File: config.mk
export PLATFORM = sky130hd
export DESIGN_NAME = bulk_td_updater
export DESIGN_NICKNAME = d
export VERILOG_FILES = /design/src/rtl/bulk_td_pkg.sv /design/src/rtl/td_nak_budget.sv /design/src/rtl/td_err_budget.sv /design/src/rtl/td_addr_xlate.sv /design/src/rtl/bulk_td_updater.sv
export SDC_FILE = /design/constraint.sdc
export NUM_CORES = 1
export LEC_CHECK = 0
export BUFFER_PORTS_ARGS = -buffer_cell sky130_fd_sc_hd__buf_4
export CELL_PAD_IN_SITES_DETAIL_PLACEMENT = 1
export CELL_PAD_IN_SITES_GLOBAL_PLACEMENT = 1
export CORE_ASPECT_RATIO = 1.5
export CORE_MARGIN = 3
export CORE_UTILIZATION = 26
export CTS_CLUSTER_DIAMETER = 30
export DETAILED_ROUTE_END_ITERATION = 7
export PLACE_DENSITY = 0.79
export SYNTH_ARGS = -nofsm -noshare
export SYNTH_HDL_FRONTEND = slang
export SYNTH_SLANG_ARGS = --single-unit
File: constraint.sdc
create_clock -name clk -period 1.6 [get_ports clk]
set_input_delay 0.4 -clock clk [delete_from_list [all_inputs] [get_ports clk]]
set_output_delay 0.4 -clock clk [all_outputs]
set_load 0.01 [all_outputs]
File: src/rtl/bulk_td_pkg.sv
package bulk_td_pkg;
   typedef enum logic [1:0] {
      OC_ACK  = 2'b00,
      OC_NAK  = 2'b01,
      OC_ERR  = 2'b10,
      OC_RSVD = 2'b11
   } outcome_e;

   typedef enum logic [1:0] {
      TK_OUT   = 2'b00,
      TK_IN    = 2'b01,
      TK_SETUP = 2'b10,
      TK_PING  = 2'b11
   } token_e;
endpackage

File: src/rtl/td_nak_budget.sv
module td_nak_budget #(
   parameter int NAK_W = 4
) (
   input  logic             is_ack,
   input  logic             is_nak,
   input  logic [NAK_W-1:0] nak_in,
   input  logic [NAK_W-1:0] rl_in,
   output logic [NAK_W-1:0] nak_out,
   output logic             exhausted
);
   localparam logic [NAK_W-1:0] ONE = NAK_W'(1);

   logic limit_on;
   assign limit_on = (rl_in != '0);

   always_comb begin
      nak_out   = nak_in;
      exhausted = 1'b0;
      if (is_ack) begin
         nak_out = rl_in;
      end else if (is_nak && limit_on) begin
         nak_out   = (nak_in == '0) ? '0 : nak_in - ONE;
         exhausted = (nak_in <= ONE);
      end
   end

   always_comb begin
      if (exhausted) a_r3_exhaust_zero : assert (nak_out == '0);
   end
endmodule

File: src/rtl/td_err_budget.sv
module td_err_budget #(
   parameter int CERR_W = 2
) (
   input  logic              is_err,
   input  logic [CERR_W-1:0] cerr_in,
   output logic [CERR_W-1:0] cerr_out,
   output logic              halt
);
   always_comb begin
      cerr_out = cerr_in;
      halt     = 1'b0;
      if (is_err) begin
         if (cerr_in == '0) halt = 1'b1;
         else               cerr_out = cerr_in - CERR_W'(1);
      end
   end

   always_comb begin
      if (halt) a_r6_no_wrap : assert (cerr_out == '0);
   end
endmodule

File: src/rtl/td_addr_xlate.sv
module td_addr_xlate #(
   parameter int ADDR_W = 16,
   parameter int BASE   = 'h400,
   parameter int SHIFT  = 3
) (
   input  logic [ADDR_W-1:0] cpu_addr,
   output logic [ADDR_W-1:0] mem_addr,
   output logic              addr_err
);
   localparam logic [ADDR_W-1:0] BASE_V = ADDR_W'(BASE);

   generate
      if (SHIFT < 1 || SHIFT >= ADDR_W) begin : g_bad_shift
         $error("td_addr_xlate: SHIFT out of range");
      end
   endgenerate

   logic [ADDR_W-1:0] offset;
   logic below, misaligned;

   assign offset     = cpu_addr - BASE_V;
   assign below      = (cpu_addr < BASE_V);
   assign misaligned = |cpu_addr[SHIFT-1:0];
   assign addr_err   = below | misaligned;
   assign mem_addr   = addr_err ? '0 : (offset >> SHIFT);

   always_comb begin
      if (addr_err) a_r10_err_zero : assert (mem_addr == '0);
   end
endmodule

File: src/rtl/bulk_td_updater.sv
module bulk_td_updater
   import bulk_td_pkg::*;
#(
   parameter int  CERR_W    = 2,
   parameter int  NAK_W     = 4,
   parameter int  BYTE_W    = 15,
   parameter int  ADDR_W    = 16,
   parameter int  ADDR_BASE = 'h400,
   parameter int  ADDR_SHIFT = 3,
   parameter bit  PING_EN   = 1'b1
) (
   input  logic              clk,
   input  logic              rst_n,
   input  logic              in_vld,
   input  logic [CERR_W-1:0] in_cerr,
   input  logic [NAK_W-1:0]  in_nak,
   input  logic [NAK_W-1:0]  in_rl,
   input  logic [1:0]        in_tok,
   input  logic [BYTE_W-1:0] in_bytes,
   input  logic              ev_stb,
   input  logic [1:0]        ev_code,
   input  logic [BYTE_W-1:0] ev_bytes,
   output logic              upd_stb,
   output logic              out_vld,
   output logic [CERR_W-1:0] out_cerr,
   output logic [NAK_W-1:0]  out_nak,
   output logic [1:0]        out_tok,
   output logic [BYTE_W-1:0] out_bytes,
   output logic              out_retire,
   output logic              out_halt,
   input  logic [ADDR_W-1:0] cpu_addr,
   output logic [ADDR_W-1:0] mem_addr,
   output logic              addr_err
);
   generate
      if (CERR_W < 1 || NAK_W < 1 || BYTE_W < 1) begin : g_bad_width
         $error("bulk_td_updater: field widths must be positive");
      end
   endgenerate

   logic is_ack, is_nak, is_err;
   assign is_ack = (ev_code == OC_ACK);
   assign is_nak = (ev_code == OC_NAK);
   assign is_err = (ev_code == OC_ERR);

   logic [NAK_W-1:0]  nak_nx;
   logic [CERR_W-1:0] cerr_nx;
   logic              exhausted, halt_nx;
   logic [1:0]        tok_nx;

   td_nak_budget #(.NAK_W(NAK_W)) u_nak (
      .is_ack(is_ack), .is_nak(is_nak), .nak_in(in_nak), .rl_in(in_rl),
      .nak_out(nak_nx), .exhausted(exhausted)
   );

   td_err_budget #(.CERR_W(CERR_W)) u_err (
      .is_err(is_err), .cerr_in(in_cerr), .cerr_out(cerr_nx), .halt(halt_nx)
   );

   td_addr_xlate #(.ADDR_W(ADDR_W), .BASE(ADDR_BASE), .SHIFT(ADDR_SHIFT)) u_addr (
      .cpu_addr(cpu_addr), .mem_addr(mem_addr), .addr_err(addr_err)
   );

   generate
      if (PING_EN) begin : g_ping
         always_comb begin
            tok_nx = in_tok;
            if (is_nak && in_tok == TK_OUT)       tok_nx = TK_PING;
            else if (is_ack && in_tok == TK_PING) tok_nx = TK_OUT;
         end
      end else begin : g_no_ping
         assign tok_nx = in_tok;
      end
   endgenerate

   logic              vld_nx;
   logic [BYTE_W-1:0] bytes_nx;
   assign vld_nx   = in_vld & ~exhausted & ~halt_nx;
   assign bytes_nx = is_ack ? ev_bytes : in_bytes;

   always_ff @(posedge clk or negedge rst_n) begin
      if (!rst_n) begin
         upd_stb    <= 1'b0;
         out_vld    <= 1'b0;
         out_cerr   <= '0;
         out_nak    <= '0;
         out_tok    <= '0;
         out_bytes  <= '0;
         out_retire <= 1'b0;
         out_halt   <= 1'b0;
      end else begin
         upd_stb <= ev_stb;
         if (ev_stb) begin
            out_vld    <= vld_nx;
            out_cerr   <= cerr_nx;
            out_nak    <= nak_nx;
            out_tok    <= tok_nx;
            out_bytes  <= bytes_nx;
            out_retire <= exhausted;
            out_halt   <= halt_nx;
         end
      end
   end

   a_r1_one_pulse : assert property (@(posedge clk) disable iff (!rst_n)
      ev_stb |=> upd_stb);
   a_r1_hold : assert property (@(posedge clk) disable iff (!rst_n)
      !ev_stb |=> (!upd_stb && $stable(out_nak) && $stable(out_vld) && $stable(out_cerr)));
   a_r2_reload : assert property (@(posedge clk) disable iff (!rst_n)
      (ev_stb && ev_code == OC_ACK) |=> (out_nak == $past(in_rl) && !out_retire && !out_halt));
   a_r3_retire_clears : assert property (@(posedge clk) disable iff (!rst_n)
      (upd_stb && out_retire) |-> !out_vld);
   a_r4_limit_off : assert property (@(posedge clk) disable iff (!rst_n)
      (ev_stb && ev_code == OC_NAK && in_rl == '0) |=> (out_nak == $past(in_nak) && !out_retire));
   a_r6_halt : assert property (@(posedge clk) disable iff (!rst_n)
      (ev_stb && ev_code == OC_ERR && in_cerr == '0) |=> (out_halt && !out_vld));
   a_r8_reserved : assert property (@(posedge clk) disable iff (!rst_n)
      (ev_stb && ev_code == OC_RSVD) |=> (!out_halt && !out_retire && out_tok == $past(in_tok)));
endmodule

* Word level (Yosys, flattened, before mapping) *
Index checks and enable logic that the tools add are counted.

storage, ports and cells
  input bits = 64
  logic and storage cells = 43
  bits in registers = 27
  output and inout port bits = 44

operators by class
  eq/ne operators = 3
  bitwise logic cells = 5
  $lt $le $gt $ge = 2
  add/subtract/negate cells = 3
  muxes and demuxes = 13
  reductions and logical operators = 9

operators by type and width
  operator                                               number
  < comparator 16 x 11 -> 1 bit (second input constant)  1
  subtractor 16 x 11 -> 16 bit (second input constant)   1
  two-way mux 15 bit                                     1
  two-way mux 13 bit                                     1
  two-way mux 4 bit                                      3
  two-way mux 2 bit                                      4
  logical NOT 2 bit                                      3
  == test 2 bit (second input constant)                  2
  <= comparator 4 x 1 -> 1 bit (second input constant)   1
  logical NOT 4 bit                                      1
  two-way mux 1 bit                                      4
  nonzero test 4 bit                                     1
  subtractor 4 x 1 -> 4 bit (second input constant)      1
  logical AND 1 bit                                      3
  OR reduction 3 bit                                     1
  bitwise AND 1 bit                                      2
  == test 2 x 1 -> 1 bit (second input constant)         1
  NOT 1 bit                                              2
  subtractor 2 x 1 -> 2 bit (second input constant)      1
  OR 1 bit                                               1

* Depth between registers and ports, before layout *
Gate-level depths: netlist of the first run.

  word-level depth = 7
  mapped depth = 7
  gate-level depth less buffers = 7

* By module *
A second synthesis of the first run with hierarchy kept.

second synthesis, totals
  cell total of the unflattened synthesis = 162
  area total of the unflattened synthesis = 1591.5 um^2

modules (own cells, without submodules)
  module           cells an instance  instances  seq. area each (um^2)  area each (um^2)
  bulk_td_updater  105                1          675.6                  1192.4
  td_addr_xlate    31                 1          0.0                    206.4
  td_nak_budget    20                 1          0.0                    147.6
  td_err_budget    6                  1          0.0                    45.0

* Worst setup path after synthesis of the first run *
Ideal clock, no wire load.

  path kind = input to output
  from = in cpu_addr[10]
  to = out mem_addr[9]
  setup slack = -170 ps
  path buffers = 0
  cell stages on the path = 7
  data required time = 1200 ps
  arrival = 1370 ps
  cells stage by stage = inv_1 -> ha_1 -> nand2b_1 -> nor4_2 -> nor4_4 -> inv_2 -> a21oi_1

between the ends
  longest elaborated chain between the ends = 3
  elaborated cells between the ends (all ways) = 4
  those cells by class = 1 x add/sub; 1 x order compare; 1 x mux; 1 x bitwise

ends and longest elaborated chain
  element                        line                   RTL
  from (decl)                    bulk_td_updater.sv:31  input logic [ADDR_W-1:0] cpu_addr,
  < comparator 16 x 11 -> 1 bit  td_addr_xlate.sv:22    assign below = (cpu_addr < BASE_V);
  OR 1 bit                       td_addr_xlate.sv:24    assign addr_err = below | misaligned;
  net addr_err                   bulk_td_updater.sv:33  output logic addr_err
  two-way mux 13 bit             td_addr_xlate.sv:25    assign mem_addr = addr_err ? '0 : (offset >> SHIFT);
  to (decl)                      bulk_td_updater.sv:32  output logic [ADDR_W-1:0] mem_addr,

The timed path passes the listed nets, and every way through them passes these cells.

* Final worst setup path of the first run *
  from = in cpu_addr[10]
  to = out mem_addr[9]

between the ends
  longest elaborated chain between the ends = 3
  elaborated cells between the ends (all ways) = 4
  those cells by class = 1 x add/sub; 1 x order compare; 1 x mux; 1 x bitwise

ends and longest elaborated chain
  element                        line
  < comparator 16 x 11 -> 1 bit  td_addr_xlate.sv:22
  OR 1 bit                       td_addr_xlate.sv:24
  two-way mux 13 bit *           td_addr_xlate.sv:25

Mark *: on every way between the ends. The rest lies on a longest branch, timed or not.

==> out/results.tsv, run 1 <==
metric	value	unit
Overall Power	1.74	mW
Register-to-Register Path Depth	3	
Initial Utilization	27.1	%
GRT Total Usage	14.3	%
CP arrival	1.49	ns
n_diodes	0	
Num CTS Buffers	3	
DRC viols	0	
P&R area growth vs syn	65.9	%
Fmax	529	MHz
clk_skew	0	ns
Clock Latency Late Sink	0.27	ns
pin count of the biggest net entering global routing	28	
vias in the first global route	1760	
Post-Synthesis Cells	168	
row count	34	
core box area	5870	um^2
final WL	5160	um
Reg clk slew, reported paths	0.09	ns
CP max stage delay	0.25	ns
slowest CP cell	nor4_4	
violated checks	setup timing	
Routed wire per std cell	14.7	um
Post-Syn Area	1590	um^2
global route hottest layer	met2	
LEAKAGE	1.26	nW
die width	69.9	um
max-slew violation count	0	
IO Pins	108	
post-synthesis register bit count	27	
startpoint types	input port	
post-route ant nets	0	
Root Driver	clkbuf_8	
clock buffer depth	2	
hold crit path type	in2async	
DP HPWL	4190	um
met3 usage	2.46	%
placed insts	345	
Post-CTS Hold Buffers	0	
GRT overflow	0	
commonest non-fill, non-tap cell in the layout	buf_4	
Crit Path Category	in2out	
final setup violation count	14	
Seq/Total Area, Yosys	42.5	%
layout cells sized above 1	51.8	%
CP Data Required Time	1.20	ns
total iterations of the first detailed-routing run	3	
CTS tree	done	
Tcrit/Tclk final	118	%
minimum clock period	1.89	ns
fin cells	350	
most frequent cells in the layout	buf_4, dfrtp_1, nor2_1	
min setup slack post-route	-0.290	ns
CP Max Fanout	7	
Hold Fails Final Rpt	0	
hold_ws	0.0275	ns
IR drop worst, VDD	0.000490	V
placed standard-cell area	2510	um^2
Yosys cell types	40	
Vias	1620	
Setup TNS Final	-3.44	ns
dpl ws	-0.286	ns
RSZ-0062 raised after global routing	true	
CP endpoint kind	output port	
r2r setup slk	0.71	ns
design area	2640	um^2
gpl congestion	0.816	
initial antenna violation count	0	
run status	complete, but fails checks	
Die Ht	102	um
met1 Track Usage GR	15.0	%
die area	7120	um^2
first-pass GRT wire length	8170	um
CP most frequent cell	nor4_4	
DR vias/cell	4.63	
MaxCap Viol Count	0	
critical path's top delay family	buffers and inverters	
H-tree depth	1	
crit path cell chain	buf_8, inv_4, ha_4, nand2b_4, nor4_4, nor4_4, inv_2, a21oi_2, buf_4	
DRT iter0 DRCs	13	
worst flop-to-flop path startpoint	out_nak[0]	
M2 GR Usage	28.8	%
reg2reg end	out_nak[0]	
Avg Inst Size Synth	9.47	um^2
CP bufs+invs	4	
YS warnings	0	
IO Port Bufs	104	
Power Dens Cells	658	nW/um^2
fin util	45.0	%
CTS Sinks	27	
nets@finish	344	
==> worst reg2reg max path: stages (launching register included) <==
cell and delay, ns:
dfrtp_1 0.39, nor2b_1 0.14, a31oi_1 0.14, o21ai_0 0.10
==> cell type report <==
class                           instances  area [um^2]
Tap cell                               72         90.1
Timing Repair Buffer                  115          912
Inverter                               10         42.5
Fill cell                             689         3230
Sequential cell                        27          676
Clock buffer                            4         45.0
Multi-Input combinational cell        122          875
==> registers in the layout, summed over array words and instances, names as in the netlist <==
register and cells:
out_vld 1, out_bytes 15, out_nak 4, upd_stb 1, out_halt 1, out_retire 1, out_cerr 2, out_tok 2
==> cell families after synthesis <==
kind of cell,share of synthesized area [%]
multiplexers,12.1
other,0.236
adder cells (fa/ha/maj),0.786
flip-flops,42.5
XOR/XNOR,1.65
buffers and inverters,7.00
AO/OA/AOI/OAI,13.7
AND/OR/NAND/NOR,22.1
==> cells in the mapped netlist <==
master,count,share of area [%]
a211oi_2,1,0.79
a21boi_0,2,0.94
a21oi_1,16,5.0
a311o_1,1,0.63
a31oi_1,3,1.2
and2_1,7,2.8
buf_1,2,0.47
buf_2,2,0.63
buf_4,4,1.9
buf_6,2,1.4
clkbuf_1,1,0.24
conb_1,1,0.24
dfrtp_1,27,42
ha_1,1,0.79
inv_1,9,2.1
inv_2,1,0.24
mux2_2,2,1.4
mux2i_1,17,11
nand2_1,5,1.2
nand2b_1,3,1.2
nand2b_4,1,0.86
nand3_1,1,0.31
nor2_1,30,7.1
nor2_8,1,1.3
nor2b_1,3,1.2
nor3_1,3,0.94
nor3_2,1,0.63
nor4_1,1,0.39
nor4_2,1,0.79
nor4_4,2,2.7
o21ai_0,4,1.3
o21ai_1,2,0.63
o221ai_1,3,1.7
o22ai_1,1,0.39
o31a_2,1,0.63
o32ai_1,1,0.55
or2b_1,1,0.47
or3_1,1,0.39
xnor2_1,2,1.1
xor2_1,1,0.55
==> timing repair <==
item                                    CTS  global route
buffers inserted                          0             1
pin swaps                                 2             1
endpoints found under the setup margin   14            14
resized for setup                        14             9
==> routing by layer <==
metal / part of all wire [%] / up-vias
met5: 0 / -
met4: 0.99 / 0
met3: 7.2 / 4
met2: 57 / 78
met1: 34 / 749
li1: - / 789
==> report_power, final <==
| part | internal [mW] | switching, mW | leakage (nW) | total [mW] |
|---|---|---|---|---|
| logic | 0.309 | 0.253 | 0.917 | 0.562 |
| clock network | 0.178 | 0.210 | 0.0228 | 0.389 |
| registers | 0.750 | 0.0381 | 0.316 | 0.788 |
| total | 1.24 | 0.501 | 1.26 | 1.74 |
==> worst max path at each step <==
| stage | slack (ns) | cells past startpoint | startpoint | to |
|---|---|---|---|---|
| 2_1_floorplan | -0.09 | 7 | cpu_addr[11] | mem_addr[11] |
| 6_report | -0.29 | 9 | cpu_addr[10] | mem_addr[9] |
| 3_5_place_dp | -0.29 | 9 | cpu_addr[10] | mem_addr[1] |
| 4_1_cts | -0.25 | 9 | cpu_addr[10] | mem_addr[11] |
| 5_1_grt | -0.37 | 9 | cpu_addr[10] | mem_addr[9] |
| 3_3_place_gp | -0.24 | 9 | cpu_addr[10] | mem_addr[4] |
Power figures use the tool's default switching activity.
==> run 2, diff against run 1 <==
--- a/config.mk
+++ b/config.mk
@@ -8,7 +8,7 @@
 export BUFFER_PORTS_ARGS = -buffer_cell sky130_fd_sc_hd__buf_4
 export CELL_PAD_IN_SITES_DETAIL_PLACEMENT = 1
 export CELL_PAD_IN_SITES_GLOBAL_PLACEMENT = 1
-export CORE_ASPECT_RATIO = 1.5
+export CORE_ASPECT_RATIO = 0.7
 export CORE_MARGIN = 3
 export CORE_UTILIZATION = 26
 export CTS_CLUSTER_DIAMETER = 30
==> out/results.tsv, run 2 (synthesized netlist as in run 1, its figures left out) <==
metric	value	unit
LEAKAGE	1.27	nW
clock buffer depth	2	
min setup slack post-route	-0.253	ns
fillers	669	
Pint	1.24	mW
Routed wire per std cell	14.7	um
sw frac	28.7	%
CP endpoint kind	output port	
Hold Fails Final Rpt	0	
max-slew violation count	0	
CP bufs+invs	4	
die width	99.5	um
Power Dens Cells	651	nW/um^2
Critical path origin	cpu_addr[11]	
total iterations of the first detailed-routing run	4	
layout cells sized above 1	52.9	%
Crit Path Category	in2out	
die area	7110	um^2
Register-to-Register Path Depth	2	
first-pass GRT wire length	8740	um
Num CTS Buffers	3	
CTS tree	done	
max reg flops	15	
DR vias/cell	4.52	
CP most frequent cell	nor4_4	
Tcrit/Tclk final	116	%
vias in the first global route	1747	
placed insts	346	
commonest non-fill, non-tap cell in the layout	buf_4	
run status	complete, but fails checks	
IO Pins	108	
top flop regs	out_bytes (15), out_nak (4)	
final WL	5230	um
nets@finish	346	
largest reg by FF count	out_bytes	
fin util	46.0	%
n_diodes	0	
dpl ws	-0.349	ns
CP Data Required Time	1.20	ns
initial antenna violation count	0	
post-route ant nets	0	
DRT iter0 DRCs	20	
DP HPWL	4220	um
slowest CP cell	nor4_4	
pin count of the biggest net entering global routing	28	
DRC viols	0	
Root Driver	clkbuf_8	
IO Port Bufs	104	
H-tree depth	1	
Reg clk slew, reported paths	0.09	ns
GRT Total Usage	15.2	%
core box area	5810	um^2
minimum clock period	1.85	ns
Setup TNS Final	-3.16	ns
Die Ht	71.5	um
CP Max Fanout	6	
Fmax	540	MHz
hold crit path type	in2async	
power share of the sequential group	45.1	%
Clock Latency Late Sink	0.27	ns
Critical Path Stages	9	
crit path cell chain	buf_8, inv_4, ha_4, nand2b_4, nor4_4, nor4_4, buf_4, and2_4, buf_6	
CP arrival	1.45	ns
gpl congestion	0.816	
critical path's top delay family	simple AND/OR/NAND/NOR gates	
P&R area growth vs syn	68.2	%
clock power share	21.9	%
CP max stage delay	0.22	ns
Vias	1606	
most frequent cells in the layout	buf_4, nor2_1, dfrtp_1	
Logic pwr share	32.9	%
IR drop worst, VDD	0.000372	V
violated checks	setup timing	
final setup violation count	14	
fin cells	355	
clk_skew	0	ns
startpoint types	input port	
Switch Pwr	0.500	mW
MaxCap Viol Count	0	
RSZ-0062 raised after global routing	true	
Overall Power	1.74	mW
GRT overflow	0	
worst flop-to-flop path startpoint	out_nak[3]	
Initial Utilization	27.4	%
CTS Sinks	27	
row count	23	
run 2: metal layers:
layer,GRT usage [%],up-vias,share of wire (%)
met4,2.27,0,0.61
met3,5.35,4,8.6
met5,0,-,0
met1,19.4,748,44
li1,-,796,-
met2,25.5,58,47
run 2: timing repair:
action,in CTS,in global routing
gates cloned,0,0
endpoints found under the setup margin,14,14
gates resized for setup,21,5
buffers inserted,3,2
hold buffers,0,0
pin swaps,9,3
run 2: final timing paths:
kind,to,slack (ns)
setup reg to reg,out_nak[3],0.71
min in group clk,out_nak[2],0.38
setup / recovery,mem_addr[5],-0.25
max in group asynchronous,out_bytes[13],1.30
hold reg to reg,out_bytes[4],0.53
hold / removal,out_tok[0],0.04
run 2: power groups by stage:
stage	Combinational, mW	Clock [mW]	Sequential [mW]
floorplan	0.197	0	0.830
global placement	0.541	0	0.797
detailed placement	0.555	0	0.800
CTS	0.574	0.413	0.788
global route	0.631	0.439	0.798
finish	0.573	0.382	0.786
run 2: through the flow:
step / hold WS, ns / instance area (um^2)
after floorplan: 0.104 / 1640
after global placement: 0.346 / 2500
after detailed placement: 0.343 / 2500
after CTS: 0.0368 / 2640
after global routing: 0.0420 / 2680
final: 0.0360 / 2680
run 2: worst reg2reg max path, cell delays in order (launching register included):
cell and delay, ns:
dfrtp_1 0.38, nor2b_1 0.13, a311o_1 0.27
run 2: area by class of cell:
cell class                 count  area (um^2)  area share [%]
tap                           75         93.8            3.51
timing repair buffer         117          927            34.6
clock buffer                   4         45.0            1.68
multi-input combinational    122          892            33.3
sequential                    27          676            25.2
inverter                      10         42.5            1.59
